**config.mk**
```make
export PLATFORM = sky130hd
export DESIGN_NAME = cnvclk_prescaler
export DESIGN_NICKNAME = d
export VERILOG_FILES = /design/src/rtl/cnvclk_pkg.sv /design/src/rtl/cnvclk_ctrl_reg.sv /design/src/rtl/cnvclk_prio_sel.sv /design/src/rtl/cnvclk_div_core.sv /design/src/rtl/cnvclk_prescaler.sv
export SDC_FILE = /design/constraint.sdc
export NUM_CORES = 1
export LEC_CHECK = 0
export ABC_CLOCK_PERIOD_IN_PS = 3900
export BUFFER_PORTS_ARGS = -buffer_cell sky130_fd_sc_hd__buf_2
export CAP_MARGIN = 20
export CORE_MARGIN = 4
export CORE_UTILIZATION = 46
export CTS_CLUSTER_DIAMETER = 120
export DETAILED_ROUTE_END_ITERATION = 10
export GPL_TIMING_DRIVEN = 0
export PLACE_DENSITY = 0.82
export SYNTH_ARGS = -nofsm -noshare
export SYNTH_HDL_FRONTEND = slang
export SYNTH_SLANG_ARGS = --single-unit
export TNS_END_PERCENT = 30
```
**constraint.sdc**
```tcl
create_clock -name clk -period 3.9 [get_ports clk]
set_clock_uncertainty 0.15 [all_clocks]
set_input_delay 0.78 -clock clk [delete_from_list [all_inputs] [get_ports clk]]
set_output_delay 0.78 -clock clk [all_outputs]
set_load 0.05 [all_outputs]
```
**src/rtl/cnvclk_pkg.sv**
```systemverilog
package cnvclk_pkg;
  localparam int REQ_BITS = 4;
  localparam int SHIFT_W  = 3;
  localparam int CNT_W    = 4;

  typedef logic [SHIFT_W-1:0] shift_t;
  typedef logic [CNT_W-1:0]   cnt_t;

  // log2 of the divisor chosen by the highest set request bit
  function automatic shift_t prio_shift(input logic [REQ_BITS-1:0] req);
    shift_t s;
    s = '0;
    for (int i = 0; i < REQ_BITS; i++) begin
      if (req[i]) s = shift_t'(i + 1);
    end
    return s;
  endfunction

  // last counter value of a period of 2**s clocks
  function automatic cnt_t period_last(input shift_t s);
    logic [CNT_W:0] one_hot;
    one_hot = (CNT_W+1)'(1) << s;
    return cnt_t'(one_hot - 1'b1);
  endfunction

  function automatic logic [1:0] status_code(input shift_t s);
    return (s >= shift_t'(REQ_BITS)) ? 2'd0 : s[1:0];
  endfunction
endpackage

```
**src/rtl/cnvclk_ctrl_reg.sv**
```systemverilog
module cnvclk_ctrl_reg #(
  parameter int              ADDR_W   = 12,
  parameter int              DATA_W   = 8,
  parameter int              REQ_BITS = 4,
  parameter logic [ADDR_W-1:0] REG_ADDR = 12'hF76
) (
  input  logic                clk,
  input  logic                rst_n,
  input  logic                bus_sel,
  input  logic                bus_wr,
  input  logic [ADDR_W-1:0]   bus_addr,
  input  logic [DATA_W-1:0]   bus_wdata,
  output logic [DATA_W-1:0]   bus_rdata,
  output logic [REQ_BITS-1:0] req_q,
  output logic                wr_hit
);
  localparam int RSV_W = DATA_W - REQ_BITS;

  logic hit;
  assign hit    = bus_sel && (bus_addr == REG_ADDR);
  assign wr_hit = hit && bus_wr;

  always_ff @(posedge clk) begin
    if (!rst_n)      req_q <= '0;
    else if (wr_hit) req_q <= bus_wdata[REQ_BITS-1:0];
  end

  assign bus_rdata = (hit && !bus_wr) ? {{RSV_W{1'b0}}, req_q} : '0;
endmodule

```
**src/rtl/cnvclk_prio_sel.sv**
```systemverilog
module cnvclk_prio_sel
  import cnvclk_pkg::*;
#(
  parameter int NREQ = REQ_BITS
) (
  input  logic [NREQ-1:0] req,
  output shift_t          req_shift
);
  logic [NREQ-1:0] win;

  for (genvar gi = 0; gi < NREQ; gi++) begin : g_win
    if (gi == NREQ - 1) begin : g_top
      assign win[gi] = req[gi];
    end else begin : g_low
      assign win[gi] = req[gi] & ~(|req[NREQ-1:gi+1]);
    end
  end

  always_comb begin
    req_shift = '0;
    for (int i = 0; i < NREQ; i++) begin
      if (win[i]) req_shift = shift_t'(i + 1);
    end
  end
endmodule

```
**src/rtl/cnvclk_div_core.sv**
```systemverilog
module cnvclk_div_core
  import cnvclk_pkg::*;
(
  input  logic   clk,
  input  logic   rst_n,
  input  shift_t req_shift,
  output shift_t act_shift,
  output cnt_t   cnt,
  output logic   tc,
  output logic   conv_en
);
  cnt_t last_val;
  assign last_val = period_last(act_shift);
  assign tc       = (cnt == last_val);
  assign conv_en  = tc;

  always_ff @(posedge clk) begin
    if (!rst_n) begin
      cnt       <= '0;
      act_shift <= '0;
    end else if (tc) begin
      cnt       <= '0;
      act_shift <= req_shift;
    end else begin
      cnt <= cnt + 1'b1;
    end
  end
endmodule

```
**src/rtl/cnvclk_prescaler.sv**
```systemverilog
module cnvclk_prescaler
  import cnvclk_pkg::*;
#(
  parameter int                ADDR_W   = 12,
  parameter int                DATA_W   = 8,
  parameter logic [ADDR_W-1:0] REG_ADDR = 12'hF76
) (
  input  logic              clk,
  input  logic              rst_n,
  input  logic              bus_sel,
  input  logic              bus_wr,
  input  logic [ADDR_W-1:0] bus_addr,
  input  logic [DATA_W-1:0] bus_wdata,
  output logic [DATA_W-1:0] bus_rdata,
  output logic              conv_en,
  output logic [1:0]        ratio_code,
  output logic              ratio_div16
);
  logic [REQ_BITS-1:0] req_q;
  logic                wr_hit;
  shift_t              req_shift;
  shift_t              act_shift;
  cnt_t                cnt;
  logic                tc;

  cnvclk_ctrl_reg #(
    .ADDR_W(ADDR_W), .DATA_W(DATA_W), .REQ_BITS(REQ_BITS), .REG_ADDR(REG_ADDR)
  ) u_reg (
    .clk(clk), .rst_n(rst_n), .bus_sel(bus_sel), .bus_wr(bus_wr),
    .bus_addr(bus_addr), .bus_wdata(bus_wdata), .bus_rdata(bus_rdata),
    .req_q(req_q), .wr_hit(wr_hit)
  );

  cnvclk_prio_sel #(.NREQ(REQ_BITS)) u_prio (
    .req(req_q), .req_shift(req_shift)
  );

  cnvclk_div_core u_div (
    .clk(clk), .rst_n(rst_n), .req_shift(req_shift), .act_shift(act_shift),
    .cnt(cnt), .tc(tc), .conv_en(conv_en)
  );

  assign ratio_div16 = (act_shift == shift_t'(REQ_BITS));
  assign ratio_code  = status_code(act_shift);
endmodule

```
; ---- Yosys cells after proc, flatten, opt, wreduce, memory -nomap -nowiden
; Index checks and enable logic that the tools add are counted.
[word_totals]
register_bits = 11
latch_bits = 0
mem_bits_rw = 0
mem_bits_ro = 0
memories = 0
[classes]
addsub = 2
mul = 0
n_div = 0
n_lt_le_gt_ge = 1
n_eq_ne = 3
n_shift = 1
muxes = 6
bitwise = 7
reduce_logical = 7
[ops]
columns = operator, count
row1 = equality test 12 bit (second input constant), 1
row2 = 2-to-1 mux 3 bit, 3
row3 = adder 4 x 1 -> 4 bit (second input constant), 1
row4 = equality test 4 bit, 1
row5 = 2-to-1 mux 4 bit, 1
row6 = NOT 1 bit, 4
row7 = OR reduction 2 bit, 2
row8 = << shifter 1 x 3 -> 4 bit (first input constant), 1
row9 = subtractor 4 x 1 -> 4 bit (second input constant), 1
row10 = bitwise AND 1 bit, 3
row11 = equality test 3 bit (second input constant), 1
row12 = greater-or-equal comparator 3 bit (second input constant), 1
row13 = logical AND 1 bit, 3
row14 = OR reduction 3 bit, 1
row15 = 2-to-1 mux 2 bit, 1
row16 = logical NOT 1 bit, 1
row17 = 2-to-1 mux 1 bit, 1

; ---- Depth between registers and ports, before layout
[depth]
word_depth = 7
depth_mapped = 7
mapped_depth_nobuf = 7

; ---- Modules after synthesis
; From an unflattened synthesis, not the netlist that was laid out.
[unflattened]
cells_unflattened = 79
area_unflattened_um2 = 742.0
[by_module_without_submodules]
columns = mod, n_inst, cells_per_inst, area_each_um2, seq_area_each_um2
row1 = cnvclk_div_core, 1, 37, 381.6, 140.1
row2 = cnvclk_ctrl_reg, 1, 33, 296.5, 80.1
row3 = cnvclk_prio_sel, 1, 6, 33.8, 0.0
row4 = cnvclk_prescaler, 1, 3, 30.0, 0.0

; ---- Worst setup path after synthesis
; OpenSTA, ideal clock, no wires.
[synth_path]
path_type = reg-to-output
start = register u_div.act_shift[0]
end = output port conv_en
arrival_time_ps = 2491
slack_ps = 479
stages_incl_launch_ff = 7
n_path_buf = 0
path_cell_list = dfxtp_1 > nor2b_1 > nand2b_1 > ha_1 > xor2_1 > o21ai_0 > a211oi_4
[synth_between]
elab_chain_cells = 3
[synth_lines]
columns = element, line
row1 = "start, declared", cnvclk_div_core.sv:7  ; output shift_t act_shift,
row2 = "start signal, assigned", cnvclk_div_core.sv:23  ; act_shift <= req_shift;
row3 = << shifter 1 x 3 -> 4 bit, cnvclk_pkg.sv:22  ; one_hot = (CNT_W+1)'(1) << s;
row4 = subtractor 4 x 1 -> 4 bit, cnvclk_pkg.sv:23  ; return cnt_t'(one_hot - 1'b1);
row5 = equality test 4 bit, cnvclk_div_core.sv:14  ; assign tc = (cnt == last_val);
row6 = "end, declared", cnvclk_prescaler.sv:15  ; output logic conv_en,
; No other way between the ends.

; ---- Worst setup path in the final report
[layout_path]
start = register u_div.act_shift[2]
end = output port conv_en
; The elaborated chain is that of the path after synthesis.

==> metrics <==
Root Buffer clkbuf_4; Pins Over Slew Limit 0; count of cell types in the netlist 27; Post-synth EDFFs 0; first-pass GRT wire length 2042 um; leakage 0.0004626 uW; top cell family by delay on the critical path compound AO/OA/AOI/OAI gates; crit path kind flop to output pin; # IOs 36; ys flop type dfxtp_1; count leader, synth nand2_1; hold path cells 2; NumNets Final 136; Avg Inst Size Synth 8.842 sq um; CTS tree done; die width 45.97 um; Hold Crit Class flop to flop; Reg clk slew, reported paths 60 ps; Detail Route Antenna Nets 0; register bit total from synthesis 11; Final Hold Viols 0; Max clock buf depth 2; Congestion Overflow GR 0; DP HPWL 1059 um; period utilization 82.87%; die height 45.97 um; area post-placement 828.3 sq um; Max VDD drop 0.1697 mV; FF-to-FF path depth 7; post-synth top area cell dfxtp_1; final setup vio count 0; PostCTS Resize Cnt 0; status finished, final reports clean; total CTS buffers 3; Skew-Pair Late Insertion Delay 260 ps; synth-to-layout area growth 28.87%; Post-synth ARST share 0%; Tot GR Track Use 13.42%; unrepaired setup endpoints after global routing no; Post-Route Setup TNS 0 ps; CP arrival 2300 ps; multi-input logic area 407.9 sq um; Clock H-tree levels 1; pin count of the biggest net entering global routing 11; register area 220.2 sq um; antenna violations before repair 0; Post-Syn Instances 75; WL per Instance 9.952 um; Mapped Area 663.1 sq um; cts hold-fix bufs 0; Fill cells 131; Post-route DRC 0; total wire length 1234 um; top-area cell type share of the netlist area 33.21%; Post-synth top cells nand2_1 (12), dfxtp_1 (11), mux2i_1 (7); Crit. End Element output pin; CP Depth 7; Synth area leaders dfxtp_1 (33%), mux2i_1 (11%), nand2_1 (6.8%); Buf/Inv on CP 2; worst path cell trace nor3_1 -> inv_1 -> ha_1 -> xor2_1 -> o21ai_0 -> a211oi_4 -> buf_2; share of cells above drive strength 1 34.86%; Core Box Area 1334 sq um; min Tclk post-route 3232 ps; post-route cell area 854.6 sq um; critical path launch point type flop; Seq/Total Area, Yosys 33.21%; CP Data Required Time 2970 ps; maxcap violations 0; starting density of the core 49.72%; # diodes 0; DR iter-0 viols 14; via-per-instance ratio 4.726; IO buf count 27; max incr delay on CP 390 ps; crit path max-delay cell type dfxtp_1; die area 2113 sq um; gpl congestion 0.7720; Power Density 247.8 nW/um^2; via count 586; vias in the first global route 532; fmax 309.4 MHz; CP max FO 8; row count 13; Synth warnings 0; clk sinks 11; setup bufs post-CTS 0; TritonRoute pass-1 iters 2
[worst reg2reg max path: cells and delay by family, from the launching register on]
family	cells	cell delay [ps]
adders and majority gates	1	300
xor gates and xnor gates	1	120
buffers and inverters	1	80
AOI/OAI and AO/OA	2	520
DFF	1	390
and+or+nand+nor	2	520
[flip-flops by register name, summed over array words and instances (netlist names)]
| register | flops |
|---|---|
| u_div.cnt | 4 |
| u_reg.req_q | 4 |
| u_div.act_shift | 3 |
[cell families (layout without fill, tap and decap cells)]
| logic type | after synthesis | count (layout) | synth area share, % |
|---|---|---|---|
| AO/OA/AOI/OAI | 5 | 5 | 6.603 |
| XOR/XNOR | 5 | 5 | 6.605 |
| adder cells (fa/ha/maj) | 2 | 2 | 3.773 |
| buffers and inverters | 8 | 39 | 6.980 |
| flip-flops | 11 | 11 | 33.21 |
| multiplexers | 7 | 7 | 10.57 |
| other | 1 | 4 | 0.5655 |
| AND/OR/NAND/NOR | 36 | 36 | 31.70 |
[path summary, 6_finish.rpt]
path                                          from  slack [ps]              to
worst max-delay path            u_div.act_shift[2]         670         conv_en
worst min-delay path                u_reg.req_q[0]         320  u_reg.req_q[0]
worst max register to register  u_div.act_shift[2]        1720    u_div.cnt[1]
worst min register to register      u_reg.req_q[0]         320  u_reg.req_q[0]
[power breakdown]
part / switching [uW] / internal [uW]
clock network: 33.8 / 39.5
logic: 14.5 / 11.7
registers: 0.0127 / 112
total: 48.3 / 163
[per-stage QoR]
| stage | hold WS (ps) | total power [uW] | worst slack [ps] | std cells | utilization, % |
|---|---|---|---|---|---|
| after global routing | 354.3 | 222.3 | 497.9 | 124 | 64.07 |
| after CTS | 325.6 | 214.2 | 642.5 | 124 | 64.07 |
| final | 320.4 | 211.7 | 668.1 | 124 | 64.07 |
| after global placement | 307.4 | 140.5 | 832.9 | 120 | 62.10 |
| after detailed placement | 314.9 | 141.0 | 819.4 | 120 | 62.10 |
| after floorplan | 291.8 | 130.9 | 479.1 | 78 | - |
[routing by layer]
layer | up-vias | global-route usage, % | share of wire [%]
met5 | - | 0 | 0
met4 | 0 | 5.114 | 0
met3 | 0 | 4.743 | 9.6
met2 | 22 | 22.25 | 50
met1 | 252 | 15.57 | 41
li1 | 312 | - | -
[cell usage in the layout, fill, tap and decap left out]
cell type	count
buf_2	27
nand2_1	12
dfxtp_1	11
mux2i_1	7
and2_1	5
nor2b_1	4
buf_4	4
conb_1	4
nand3_1	3
xnor2_1	3
o21ai_0	3
nor3b_1	3
clkbuf_4	3
inv_1	2
xor2_1	2
clkbuf_1	2
ha_1	2
and4bb_2	1
nand4b_1	1
nor4_1	1
nand2b_1	1
nor3_1	1
nor2_1	1
a211o_1	1
nor3b_2	1
a211oi_4	1
or4_1	1
clkbuf_2	1
and3b_1	1
[final cells by class]
type | instances | area share (%)
multi-input cells | 59 | 47.73
flip-flops and latches | 11 | 25.77
plain buffers | 6 | 4.539
inverters | 2 | 0.8785
clock buffers | 4 | 3.075
well taps | 15 | 2.196
repair buffers | 27 | 15.81
No activity file was read; power rests on OpenSTA's default activity.
